==> config.mk <==
export PLATFORM = sky130hd
export DESIGN_NAME = pal_seq_top
export DESIGN_NICKNAME = d
export VERILOG_FILES = /design/src/rtl/pal_seq_pkg.sv /design/src/rtl/pal_vec_lut.sv /design/src/rtl/pal_entry_calc.sv /design/src/rtl/pal_return_calc.sv /design/src/rtl/pal_seq_top.sv
export SDC_FILE = /design/constraint.sdc
export NUM_CORES = 1
export LEC_CHECK = 0
export ABC_AREA = 1
export BUFFER_PORTS_ARGS = -buffer_cell sky130_fd_sc_hd__buf_4
export CAP_MARGIN = 20
export CORE_MARGIN = 8
export CORE_UTILIZATION = 51
export CTS_BUF_LIST = sky130_fd_sc_hd__clkbuf_16
export CTS_CLUSTER_DIAMETER = 200
export DETAILED_ROUTE_END_ITERATION = 8
export GPL_ROUTABILITY_DRIVEN = 0
export GPL_TIMING_DRIVEN = 0
export PLACE_DENSITY = 0.76
export SETUP_SLACK_MARGIN = 0.1
export SYNTH_ARGS = -nofsm -noshare
export SYNTH_HDL_FRONTEND = slang
export SYNTH_HIERARCHICAL = 1
export SYNTH_SLANG_ARGS = --single-unit
==> constraint.sdc <==
create_clock -name clk -period 4.5 [get_ports clk]
set_clock_uncertainty 0.2 [all_clocks]
set_input_delay 0.675 -clock clk [delete_from_list [all_inputs] [get_ports clk]]
set_output_delay 0.675 -clock clk [all_outputs]
set_load 0.01 [all_outputs]
==> src/rtl/pal_seq_pkg.sv <==
// Package: event codes and vector offsets shared by the sequencer.
// Assumes a 4-bit event code; offsets always carry the privileged bit.
package pal_seq_pkg;
    localparam int CODE_W = 4;
    localparam int OFS_W  = 14;

    localparam logic [CODE_W-1:0] EV_INTR     = 4'd0;
    localparam logic [CODE_W-1:0] EV_IMISS    = 4'd1;
    localparam logic [CODE_W-1:0] EV_IACV     = 4'd2;
    localparam logic [CODE_W-1:0] EV_DMISS_U  = 4'd3;
    localparam logic [CODE_W-1:0] EV_DMISS_P  = 4'd4;
    localparam logic [CODE_W-1:0] EV_ALIGN    = 4'd5;
    localparam logic [CODE_W-1:0] EV_DFAULT   = 4'd6;
    localparam logic [CODE_W-1:0] EV_MCHK     = 4'd7;
    localparam logic [CODE_W-1:0] EV_OPCODE   = 4'd8;
    localparam logic [CODE_W-1:0] EV_ARITH    = 4'd9;
    localparam logic [CODE_W-1:0] EV_IOVF     = 4'd10;
    localparam logic [CODE_W-1:0] EV_FPDIS    = 4'd11;
    localparam logic [CODE_W-1:0] EV_PCALL    = 4'd12;
    localparam logic [CODE_W-1:0] EV_RESET    = 4'd13;

    localparam int INSN_BYTES = 4;
endpackage

==> src/rtl/pal_vec_lut.sv <==
// Module: maps an event code to its handler offset.
// Assumes codes above EV_RESET are reserved and reports them as unknown.
module pal_vec_lut
    import pal_seq_pkg::*;
(
    input  logic [CODE_W-1:0] code_i,
    output logic [OFS_W-1:0]  ofs_o,
    output logic              known_o
);
    // Offset selection; integer overflow shares the arithmetic vector.
    always_comb begin
        known_o = 1'b1;
        unique case (code_i)
            EV_INTR:              ofs_o = 14'h0101;
            EV_IMISS:             ofs_o = 14'h0181;
            EV_IACV:              ofs_o = 14'h0081;
            EV_DMISS_U:           ofs_o = 14'h0201;
            EV_DMISS_P:           ofs_o = 14'h0281;
            EV_ALIGN:             ofs_o = 14'h0301;
            EV_DFAULT:            ofs_o = 14'h0381;
            EV_MCHK:              ofs_o = 14'h0401;
            EV_OPCODE:            ofs_o = 14'h0481;
            EV_ARITH, EV_IOVF:    ofs_o = 14'h0501;
            EV_FPDIS:             ofs_o = 14'h0581;
            EV_PCALL:             ofs_o = 14'h2001;
            EV_RESET:             ofs_o = 14'h0001;
            default: begin
                ofs_o   = '0;
                known_o = 1'b0;
            end
        endcase
    end
endmodule

==> src/rtl/pal_entry_calc.sv <==
// Module: combinational entry path. Produces the handler and follow-on
// addresses, the restart-address update and the shadow-entry decision.
// Assumes pc_i bit 0 marks privileged mode.
module pal_entry_calc
    import pal_seq_pkg::*;
#(
    parameter int XLEN = 64
) (
    input  logic [CODE_W-1:0] code_i,
    input  logic [XLEN-1:0]   pc_i,
    input  logic [XLEN-1:0]   base_i,
    output logic              known_o,
    output logic [XLEN-1:0]   target_o,
    output logic [XLEN-1:0]   follow_o,
    output logic              save_o,
    output logic [XLEN-1:0]   save_addr_o,
    output logic              enter_o
);
    localparam logic [XLEN-1:0] STEP = XLEN'(INSN_BYTES);

    logic [OFS_W-1:0] ofs;

    pal_vec_lut u_lut (
        .code_i  (code_i),
        .ofs_o   (ofs),
        .known_o (known_o)
    );

    // Address arithmetic and restart-address policy.
    always_comb begin
        target_o    = base_i + XLEN'(ofs);
        follow_o    = target_o + STEP;
        save_addr_o = (code_i == EV_PCALL) ? pc_i + STEP : pc_i;
        save_o      = !((code_i == EV_INTR) && pc_i[0]);
        enter_o     = !pc_i[0];
    end
endmodule

==> src/rtl/pal_return_calc.sv <==
// Module: combinational return path. Checks legality and computes the
// return target and the shadow-exit decision.
// Assumes exc_addr_i bit 0 gives the mode being returned to.
module pal_return_calc
    import pal_seq_pkg::*;
#(
    parameter int XLEN = 64
) (
    input  logic [XLEN-1:0] pc_i,
    input  logic [XLEN-1:0] exc_addr_i,
    output logic            legal_o,
    output logic [XLEN-1:0] target_o,
    output logic [XLEN-1:0] follow_o,
    output logic            leave_o
);
    // Return legality and destination.
    always_comb begin
        legal_o  = pc_i[0];
        target_o = exc_addr_i;
        follow_o = exc_addr_i + XLEN'(INSN_BYTES);
        leave_o  = !exc_addr_i[0];
    end
endmodule

==> src/rtl/pal_seq_top.sv <==
// Module: registers the entry/return decisions as one-cycle strobes.
// After reset it issues the reset redirect once. A take outranks a return,
// and data outputs read 0 whenever their strobe is low.
module pal_seq_top
    import pal_seq_pkg::*;
#(
    parameter int XLEN = 64
) (
    input  logic              clk,
    input  logic              rst_n,
    input  logic              take_i,
    input  logic [CODE_W-1:0] fault_code_i,
    input  logic              ret_i,
    input  logic [XLEN-1:0]   pc_i,
    input  logic [XLEN-1:0]   pal_base_i,
    input  logic [XLEN-1:0]   exc_addr_i,
    output logic              redir_o,
    output logic [XLEN-1:0]   new_pc_o,
    output logic [XLEN-1:0]   next_pc_o,
    output logic              exc_wr_o,
    output logic [XLEN-1:0]   exc_wr_data_o,
    output logic              shadow_enter_o,
    output logic              shadow_exit_o,
    output logic              illegal_o,
    output logic              chk_intr_o
);
    logic              boot_pend;
    logic [CODE_W-1:0] code_sel;
    logic              e_known, e_save, e_enter;
    logic [XLEN-1:0]   e_tgt, e_fol, e_sav;
    logic              r_legal, r_leave;
    logic [XLEN-1:0]   r_tgt, r_fol;

    // Reset vector reuses the entry adder.
    assign code_sel = boot_pend ? EV_RESET : fault_code_i;

    pal_entry_calc #(.XLEN(XLEN)) u_entry (
        .code_i      (code_sel),
        .pc_i        (pc_i),
        .base_i      (pal_base_i),
        .known_o     (e_known),
        .target_o    (e_tgt),
        .follow_o    (e_fol),
        .save_o      (e_save),
        .save_addr_o (e_sav),
        .enter_o     (e_enter)
    );

    pal_return_calc #(.XLEN(XLEN)) u_ret (
        .pc_i       (pc_i),
        .exc_addr_i (exc_addr_i),
        .legal_o    (r_legal),
        .target_o   (r_tgt),
        .follow_o   (r_fol),
        .leave_o    (r_leave)
    );

    // Output register: boot, then take, then return, in priority order.
    always_ff @(posedge clk) begin
        redir_o        <= 1'b0;
        new_pc_o       <= '0;
        next_pc_o      <= '0;
        exc_wr_o       <= 1'b0;
        exc_wr_data_o  <= '0;
        shadow_enter_o <= 1'b0;
        shadow_exit_o  <= 1'b0;
        illegal_o      <= 1'b0;
        chk_intr_o     <= 1'b0;
        if (!rst_n) begin
            boot_pend <= 1'b1;
        end else if (boot_pend) begin
            boot_pend      <= 1'b0;
            redir_o        <= 1'b1;
            new_pc_o       <= e_tgt;
            next_pc_o      <= e_fol;
            shadow_enter_o <= 1'b1;
        end else if (take_i) begin
            if (e_known) begin
                redir_o        <= 1'b1;
                new_pc_o       <= e_tgt;
                next_pc_o      <= e_fol;
                exc_wr_o       <= e_save;
                exc_wr_data_o  <= e_save ? e_sav : '0;
                shadow_enter_o <= e_enter;
            end
        end else if (ret_i) begin
            if (r_legal) begin
                redir_o       <= 1'b1;
                new_pc_o      <= r_tgt;
                next_pc_o     <= r_fol;
                shadow_exit_o <= r_leave;
                chk_intr_o    <= 1'b1;
            end else begin
                illegal_o <= 1'b1;
            end
        end
    end

    AST_FOLLOW_STEP: assert property (@(posedge clk) disable iff (!rst_n)
        redir_o |-> next_pc_o == new_pc_o + XLEN'(INSN_BYTES));
    AST_PCALL_SKIP: assert property (@(posedge clk) disable iff (!rst_n)
        (!boot_pend && take_i && fault_code_i == EV_PCALL)
        |=> (exc_wr_o && exc_wr_data_o == $past(pc_i) + XLEN'(INSN_BYTES)));
    AST_PAL_IRQ_KEEP: assert property (@(posedge clk) disable iff (!rst_n)
        (!boot_pend && take_i && fault_code_i == EV_INTR && pc_i[0]) |=> !exc_wr_o);
    AST_RET_TARGET: assert property (@(posedge clk) disable iff (!rst_n)
        (!boot_pend && !take_i && ret_i && pc_i[0])
        |=> (redir_o && chk_intr_o && new_pc_o == $past(exc_addr_i)));
    AST_ILLEGAL_ALONE: assert property (@(posedge clk) disable iff (!rst_n)
        illegal_o |-> (!redir_o && !chk_intr_o));
    AST_SHADOW_EXCL: assert property (@(posedge clk) disable iff (!rst_n)
        $onehot0({shadow_enter_o, shadow_exit_o}));
    AST_RESERVED_QUIET: assert property (@(posedge clk) disable iff (!rst_n)
        (!boot_pend && take_i && fault_code_i > EV_RESET)
        |=> !(redir_o || exc_wr_o || illegal_o));
endmodule

---- Word level (Yosys, flattened, before mapping) ----
Cells that the tools add are included.
storage, ports and cells
  flip-flop bits (word level) ............. 199
  input bits .............................. 200
  output and inout bits ................... 198
  word-level logic and storage cells ...... 68
operators by class
  add/sub/neg operators ................... 4
  equal/unequal tests ..................... 13
  muxes and demuxes ....................... 24
  bitwise operators ....................... 5
  reductions and logical operators ........ 12
operator list
  operator                 number
  $mux W64                 11
  $add A64 B3 Y64 const B  3
  $pmux W14 S13            1
  $add A64 B14 Y64         1
  $eq A4 B4 Y1 const B     6
  $eq A4 B3 Y1 const B     4
  $reduce_or A14 Y1        1
  $mux W1                  11
  $reduce_or A5 Y1         2
  $eq A4 B2 Y1 const B     2
  $reduce_or A4 Y1         2
  $not A1 Y1               5
  $eq A4 B1 Y1 const B     1
  $logic_not A4 Y1         1
  $mux W4                  1
  $logic_not A1 Y1         3
  $reduce_or A3 Y1         1
  $reduce_or A2 Y1         1
  $logic_and A1 B1 Y1      1

---- Longest topological paths before layout ----
Gate-level depths: netlist (run 1).
  word-level depth ........................ 9
  depth in mapped cells ................... 32
  depth with buffers taken out ............ 30

---- Hierarchy ----
Netlist (run 1), hierarchy kept.
by module, submodules not included
  module           times used  cells each  area an instance (um^2)  seq. area each (um^2)
  pal_entry_calc   1           1641        7807.5                   0.0
  pal_seq_top      1           1008        7464.7                   3983.8
  pal_return_calc  1           504         2529.9                   0.0
  pal_vec_lut      1           35          177.7                    0.0

---- Worst setup path before layout (run 1) ----
No wires, ideal clock.
  path type ............................... register to register
  start point ............................. register boot_pend
  end point ............................... register next_pc_o[33]
  library setup time ...................... 0.114 ns
  arrival ................................. 3.570 ns
  required time ........................... 4.186 ns
  path slack .............................. 0.616 ns
  stages on the path, launching flop included .. 23
  buffers on the path ..................... 3
  clock period less this slack ............ 3.884 ns
  path through ............................ dfxtp_1 -> buf_2 -> buf_2 -> buf_2 -> nor2_1 -> nand3_1 -> ha_1 -> fa_1 -> nand3_2 -> nand3_2 -> xor2_2 -> nand2_1 -> nor2_4 -> nand2_2 -> nor2_8 -> nand2_4 -> nor2_4 -> nand2_4 -> nor2_8 -> nand2_1 -> xor2_1 -> nand3_1 -> nand2_1
on the way
  cells in the longest elaborated chain, start to end .. 9
  elaborated cells on any way between the ends .. 24
  those cells by class .................... add/sub (2); eq/ne (13); mux (6); reduce/logical (3)
RTL lines
  what                    RTL line              text
  start, declared         pal_seq_top.sv:27     logic boot_pend;
  start signal, assigned  pal_seq_top.sv:70     boot_pend <= 1'b1;
  start signal, assigned  pal_seq_top.sv:72     boot_pend <= 1'b0;
  $mux W4 (*)             pal_seq_top.sv:35     assign code_sel = boot_pend ? EV_RESET : fault_code_i;
  net code_sel[1]         pal_seq_top.sv:28     logic [CODE_W-1:0] code_sel;
  $eq A4 B4 Y1            pal_vec_lut.sv:13     unique case (code_i)
  $reduce_or A2 Y1        n/a
  $pmux W14 S13 (*)       pal_vec_lut.sv:13
  net u_entry.ofs[0]      pal_entry_calc.sv:21  logic [OFS_W-1:0] ofs;
  $add A64 B14 Y64 (*)    pal_entry_calc.sv:31  target_o = base_i + XLEN'(ofs);
  net e_tgt[4]            pal_seq_top.sv:30     logic [XLEN-1:0] e_tgt, e_fol, e_sav;
  $add A64 B3 Y64 (*)     pal_entry_calc.sv:32  follow_o = target_o + STEP;
  net e_fol[33]           pal_seq_top.sv:30
  $mux W64                pal_seq_top.sv:78     if (e_known) begin
  $mux W64                pal_seq_top.sv:77     end else if (take_i) begin
  $mux W64 (*)            pal_seq_top.sv:71     end else if (boot_pend) begin
  end signal, assigned    pal_seq_top.sv:75     next_pc_o <= e_fol;
  end signal, assigned    pal_seq_top.sv:81     next_pc_o <= e_fol;
  end signal, assigned    pal_seq_top.sv:90     next_pc_o <= r_fol;
  end, declared           pal_seq_top.sv:19     output logic [XLEN-1:0] next_pc_o,
Mark *: on every way through the listed nets, which the timed path passes. The rest lies on a longest branch.
A chain may end at the register's enable or synchronous reset.

---- Final worst setup path (run 1) ----
  start point ............................. register boot_pend
  end point ............................... register next_pc_o[44]
Same word-level chain as after synthesis.

==> summary.md, run 1 <==
| Metric | Value |
|---|---|
| DRC Markers | 0 |
| Total Power | 5.25 mW |
| Final setup fails | 0 |
| Syn Area/Cell | approximately 5.6 µm² |
| Max-cap viol count | 0 |
| Crit-path leading delay family | simple AND/OR/NAND/NOR gates |
| Vias per inst | roughly 5.6 |
| Max-slew headroom | 0.451 |
| WP data required | about 4.7 ns |
| Initial Utilization | 0.519 |
| Post-Route Utilization | 0.670 |
| Pwr/cell area | 226 nW/µm² |
| Post-synthesis sequential area ratio | 0.222 |
| Worst-Margin Slew | 0.815 ns |
| Top cell type's share of synthesized area | 0.222 |
| CP max FO | 10 |
| Vias in the first global route | 21100 |
| Status | complete, no violations |
| Top Layer Used | met5 |
| EDFF count, synth | 0 |
| Crit Path Category | reg2reg |
| Clk sinks | a little under 200 |
| Unrepaired setup endpoints after global routing | true |
| Routed WL | about 79 mm |
| Worst-Skew Late Latency | approximately 0.45 ns |
| CTS clk-pin slew, worst paths | roughly 0.09 ns |
| CTS tree | built |
| Worst path slowest cell | ha_4 |
| VDD IR-drop max | between 300 and 400 µV |
| Post-Route M1 WL | 28.1 mm |
| Via count | ~23000 |
| Fin crit share | 0.964 |
| Tmin final | roughly 4.3 ns |
| Post-route insts no fill | approximately 4100 |
| Dpl cells | ~4000 |
| Io pins | roughly 400 |
| Row cnt | 68 |
| Yosys reg bits | just under 200 |
| Initial DRC count | 3059 |
| Metal2 WL | between 30 and 40 mm |
| Worst hold margin | 0.222 ns |
| DIE AREA | between 40000 and 50000 µm² |
| Port bufs | 395 |
| Detailed Routing Iterations Pass 1 | 8 |
| Most common cell in the netlist | nand2_1 |
| CP Capture Type | flip-flop |
| First-pass GRT wire length | around 120 mm |
| Cts bufs inserted | 17 |
| GRT Total Usage | 0.355 |
| Core box area | approximately 35000 µm² |
| Synth cell count leaders | 914 x nand2_1, 535 x nor2_1, 484 x inv_1, 431 x nand3_1, 199 x dfxtp_1 |
| Nets@finish | 3856 |
| Clk buf depth | 2 |
| Die W | just over 200 µm |
| Highest Clock Rate | roughly 230 MHz |
| Layout cells sized above 1 | 0.243 |
| Worst path most repeated cell | nand2_2 |
| Yosys Warn Count | 6 |
| Die Y | approximately 200 µm |
| CTS Hold Buffers Added | 0 |
| Largest net degree at the start of global routing | 23 |
| Dpl hpwl | around 64 mm |
| Final instance area | approximately 23000 µm² |
| Post-Syn Area | 18000 µm² |
| Area Overhead vs Synth | 29.0% |
| Synth Flop Type | dfxtp_1 |
| Antenna violations before repair | 5 |
| Synth Instances | ~3200 |
| Worst endpoint data arrival time | around 4.6 ns |
| Synth unique cells | 43 |
| Worst Hold Class | in2reg |
| Total gr overflow | 0 |
| Final ANT Viol Nets | 0 |
| Largest area contributor in the netlist | dfxtp_1 |
| Crit-path max cell delay | between 0.3 and 0.4 ns |
| Pins Over Slew Limit | 0 |
| Met3 WL | roughly 10 mm |
| Static Leak | 12.3 nW |
| Critical Path Source Type | flip-flop |
| Synth area leaders | dfxtp_1 22%, nand2_1 19%, nand3_1 12% |
| CTS HTree Levels | 4 |
| Wire per inst | 19.2 µm |
| Root Driver | clkbuf_16 |
| FFs w/ async S/R, synth | 0 |
| Hold Vio Cnt, Final | 0 |
| Placed Area | between 20000 and 25000 µm² |
| WP buf/inv | 5 |
## where the power goes
part | switching, mW | internal [mW] | total, mW
registers | 0.0363 | 1.87 | 1.90
logic | 1.04 | 0.623 | 1.66
clock network | 0.864 | 0.825 | 1.69
## state kept, by name, summed over array words and instances (netlist names)
| name | count |
|---|---|
| redir_o | 1 |
| next_pc_o | 64 |
| illegal_o | 1 |
| new_pc_o | 64 |
| boot_pend | 1 |
| exc_wr_o | 1 |
| shadow_enter_o | 1 |
| exc_wr_data_o | 64 |
| chk_intr_o | 1 |
| shadow_exit_o | 1 |
## worst reg2reg max path, delay by kind of cell (launching register included)
| family | cells | cell delay [ns] |
|---|---|---|
| adder cells (fa/ha/maj) | 1 | 0.34 |
| buffers and inverters | 5 | 0.71 |
| flip-flops | 1 | 0.30 |
| AND/OR/NAND/NOR | 22 | 2.74 |
## per-layer routing
layer  vias up  GRT usage
li1      10600          -
met1     10100      0.416
met2      1695      0.575
met3       418     0.0939
met4         8      0.215
met5         -          0
## cells by family (layout without fill, tap and decap cells)
group / after synthesis / count (layout) / share of synthesized area
DFF: 199 / 199 / 0.222
other: 1 / 9 / 0.000209
AOI/OAI and AO/OA: 24 / 24 / 0.00765
and+or+nand+nor: 2153 / 2153 / 0.531
buffers and inverters: 658 / 1114 / 0.160
adders and majority gates: 18 / 18 / 0.0129
xor gates and xnor gates: 135 / 135 / 0.0666
## metrics by stage
stage,setup slack (ns),setup TNS (ns)
5_1_grt,0.00656,0
3_5_place_dp,-0.456,-11.48
3_3_place_gp,-0.313,-6.36
2_1_floorplan,0.616,0
4_1_cts,0.0939,0
6_report,0.161,0
## area by class of cell
cell class / instances / area, µm²
Sequential cell: 199 / 3980
Multi-Input combinational cell: 2338 / 11900
Clock buffer: 17 / 425
Antenna cell: 1 / 2.50
Tap cell: 455 / 569
Fill cell: 3182 / 11400
Buffer: 154 / 995
Clock inverter: 15 / 209
Inverter: 504 / 1890
Timing Repair Buffer: 424 / 3180
## final timing paths
| path | from | endpoint | slack [ns] | depth (start not counted) |
|---|---|---|---|---|
| setup / recovery | boot_pend | next_pc_o[44] | 0.16 | 28 |
| hold / removal | pc_i[1] | exc_wr_data_o[1] | 0.22 | 3 |
| setup reg to reg | boot_pend | next_pc_o[44] | 0.16 | 28 |
| hold reg to reg | boot_pend | shadow_exit_o | 0.57 | 4 |
## cells in the final DEF, fill, tap and decap left out, types with 12 or more instances in the layout
master     synthesis  final
nand4_1           67     67
nand3_2           10     14
inv_1            484    477
nand2_1          914    852
clkbuf_1          13     13
nand2_2           50     93
nor2_1           535    482
dfxtp_1          199    199
nor3_1            40     35
xor2_1            88     87
nor2_2            30     50
clkbuf_16          0     17
nand3_1          431    421
nand2_4            8     27
inv_2             19     26
nand3b_1          12     12
nor4_1            15     15
nor2_4            14     47
buf_4             82    506
xnor2_1           45     45
buf_2             45     42
## repair_timing
action | 4_1_cts | 5_1_grt
gates resized for setup | 29 | 191
endpoints found under the setup margin | 49 | 44
setup buffers | 1 | 28
pin swaps | 3 | 37
Note: power is estimated with default switching activity, not from simulation.
==> run 2: changes to the inputs <==
Settings changed: CORE_ASPECT_RATIO from default to 1.4, CTS_BUF_LIST sky130_fd_sc_hd__clkbuf_16 to sky130_fd_sc_hd__clkbuf_8 sky130_fd_sc_hd__clkbuf_16.
==> run 2 against run 1 <==
Compared with the run above: the flow now finishes with violations (design-rule violations); die area increased by 0.20%; core utilization decreased by 0.74 points; count of clock-buffer cells in the layout unchanged; sequential cell count unchanged; maximum frequency about the same; final cell count increased by 0.12%; routed wire length increased by 2.7%; setup slack got worse by 0.0043 ns; via count increased by 0.52%; clock power decreased by 10%; highest routed layer unchanged; global-route usage increased by 1.2 points; combinational power about the same.
==> summary.md, run 2 (synthesis results as in run 1) <==
| Metric | Value |
|---|---|
| HP Start | rst_n |
| Row cnt | 81 (+19%) |
| Largest net degree at the start of global routing | 21 (-8.7%) |
| Crit-path max cell delay | 0.30 ns (-0.04 ns) |
| Via count | 22900 (+0.52%) |
| Max-slew headroom | 0.377 (-0.0740) |
| DRC Markers | 1 (+1) |
| Fill cells | 3222 (+1.3%) |
| Worst path slowest cell | dfxtp_1 |
| Clk buf depth | 2 (unchanged) |
| Crit-path leading delay family | simple AND/OR/NAND/NOR gates |
| Hold Vio Cnt, Final | 0 (unchanged) |
| Dpl cells | 4046 (+0.025%) |
| Worst path most repeated cell | nand2_1 |
| Initial Utilization | 0.516 (-0.00350) |
| Pwr/cell area | 220 nW/µm² (-2.8%) |
| Layout cells sized above 1 | 0.234 (-0.00881) |
| Die Y | 238 µm (+17%) |
| First-pass GRT wire length | 118 mm (+2.0%) |
| Total Power | 5.08 mW (-3.2%) |
| Clk sinks | 199 (unchanged) |
| Most frequent cells in the layout | 872 x nand2_1, 510 x buf_4, 495 x nor2_1, 478 x inv_1, 423 x nand3_1 |
| Worst-Margin Slew | 0.925 ns (+0.110 ns) |
| Core box area | 34900 µm² (+0.68%) |
| Failing checks | design-rule violations |
| Worst-Skew Late Latency | 0.47 ns (+0.02 ns) |
| # diodes | 0 (-1) |
| Port bufs | 395 (unchanged) |
| Worst Hold Path EP | boot_pend |
| Final instance area | 23100 µm² (-0.43%) |
| Wire per inst | 19.7 µm (+2.6%) |
| Levels on crit path | 26 (-7.1%) |
| Final ANT Viol Nets | 0 (unchanged) |
| CTS tree | built |
| Commonest non-fill, non-tap cell in the layout | nand2_1 |
| Reg-to-reg slack, setup | 0.16 ns (about the same) |
| Worst hold margin | 0.189 ns (-0.0327 ns) |
| DIE AREA | 41600 µm² (+0.20%) |
| Static Leak | 12.3 nW (+0.22%) |
| GRT Total Usage | 0.367 (+0.0120) |
| Fin crit share | 0.965 (about the same) |
| Unrepaired setup endpoints after global routing | true |
| Area Overhead vs Synth | 28.4% |
| Cell count of the worst reg-to-reg path | 26 (-7.1%) |
| Max-cap viol count | 0 (unchanged) |
| CP max FO | 11 (+1) |
| Worst Hold Class | in2reg |
| Placed Area | 21500 µm² (about the same) |
| Cts bufs inserted | 17 (unchanged) |
| Crit Path Category | reg2reg |
| Vias in the first global route | 21300 (+0.79%) |
| Hold Path Cell Cnt | 2 (-1) |
| WP data required | 4.66 ns (-0.05 ns) |
| Nets@finish | 3861 (+0.13%) |
| Vias per inst | 5.57 (+0.40%) |
| Initial DRC count | 2712 (-11%) |
| Dpl hpwl | 66.2 mm (+2.9%) |
| Reg2reg start | boot_pend |
| Post-Route Utilization | 0.662 (-0.00735) |
| Final setup fails | 0 (unchanged) |
| CTS clk-pin slew, worst paths | 0.09 ns (about the same) |
| Critical Path Source Type | flip-flop |
| Root Driver | clkbuf_16 |
| FF-to-FF End | next_pc_o[41] |
| WP buf/inv | 4 (-1) |
| Detailed Routing Iterations Pass 1 | 8 (unchanged) |
| Post-route insts no fill | 4112 (+0.12%) |
| CP Capture Type | flip-flop |
| Die W | 175 µm (-14%) |
| Antenna violations before repair | 2 (-3) |
| Worst endpoint data arrival time | 4.50 ns (-0.05 ns) |
| Io pins | 398 (unchanged) |
| Pins Over Slew Limit | 0 (unchanged) |
| Highest Clock Rate | 230 MHz (about the same) |
| Status | finished, violations left |
| Routed WL | 81.1 mm (+2.7%) |
| VDD IR-drop max | 253 µV (-17%) |
| CTS HTree Levels | 4 (unchanged) |
| Largest regs | exc_wr_data_o (64), new_pc_o (64), next_pc_o (64) |
| Tmin final | 4.34 ns (+0.00428 ns) |
| Total gr overflow | 0 (unchanged) |
==> run 2: per-layer routing <==
metal,GRT usage,vias to the layer above,part of all wire
met3,0.0785,466,0.10
met2,0.643,1701,0.47
met1,0.373,10100,0.32
li1,-,10600,-
met5,0,-,0.00028
met4,0.294,4,0.096
==> run 2: power breakdown <==
part	switching [mW]	total, mW	leakage, nW	internal (mW)
Clock	0.781	1.52	0.278	0.743
Sequential	0.0389	1.91	1.64	1.87
Combinational	1.02	1.65	10.4	0.632
Total	1.84	5.08	12.3	3.24
==> run 2: final cells by class <==
class / instances / area, µm² / area share
Tap cell: 456 / 571 / 0.0247
Buffer: 154 / 1000 / 0.0434
Timing Repair Buffer: 428 / 3210 / 0.139
Sequential cell: 199 / 3980 / 0.173
Inverter: 504 / 1890 / 0.0819
Clock inverter: 15 / 163 / 0.00704
Multi-Input combinational cell: 2339 / 11800 / 0.513
Clock buffer: 17 / 425 / 0.0184
==> run 2: worst max-delay path by stage <==
| stage | from | to | slack, ns |
|---|---|---|---|
| floorplan | boot_pend | next_pc_o[33] | 0.62 |
| global placement | boot_pend | next_pc_o[46] | -0.37 |
| detailed placement | boot_pend | next_pc_o[46] | -0.56 |
| CTS | boot_pend | next_pc_o[33] | 0.11 |
| global route | boot_pend | next_pc_o[48] | 0.01 |
| finish | boot_pend | next_pc_o[41] | 0.16 |
==> run 2: what timing repair did <==
action                                  in CTS  in global routing
setup buffers                                7                 26
pin swaps                                   10                 39
endpoints found under the setup margin      47                 43
cloned                                       0                  1
hold buffers                                 0                  0
gates resized for setup                     66                116
==> run 2: per-stage QoR <==
stage                     setup TNS, ns  worst slack (ns)
after floorplan                       0             0.616
after detailed placement         -15.67            -0.562
after global routing                  0            0.0115
after global placement            -9.18            -0.366
after CTS                             0             0.108
final                                 0             0.157
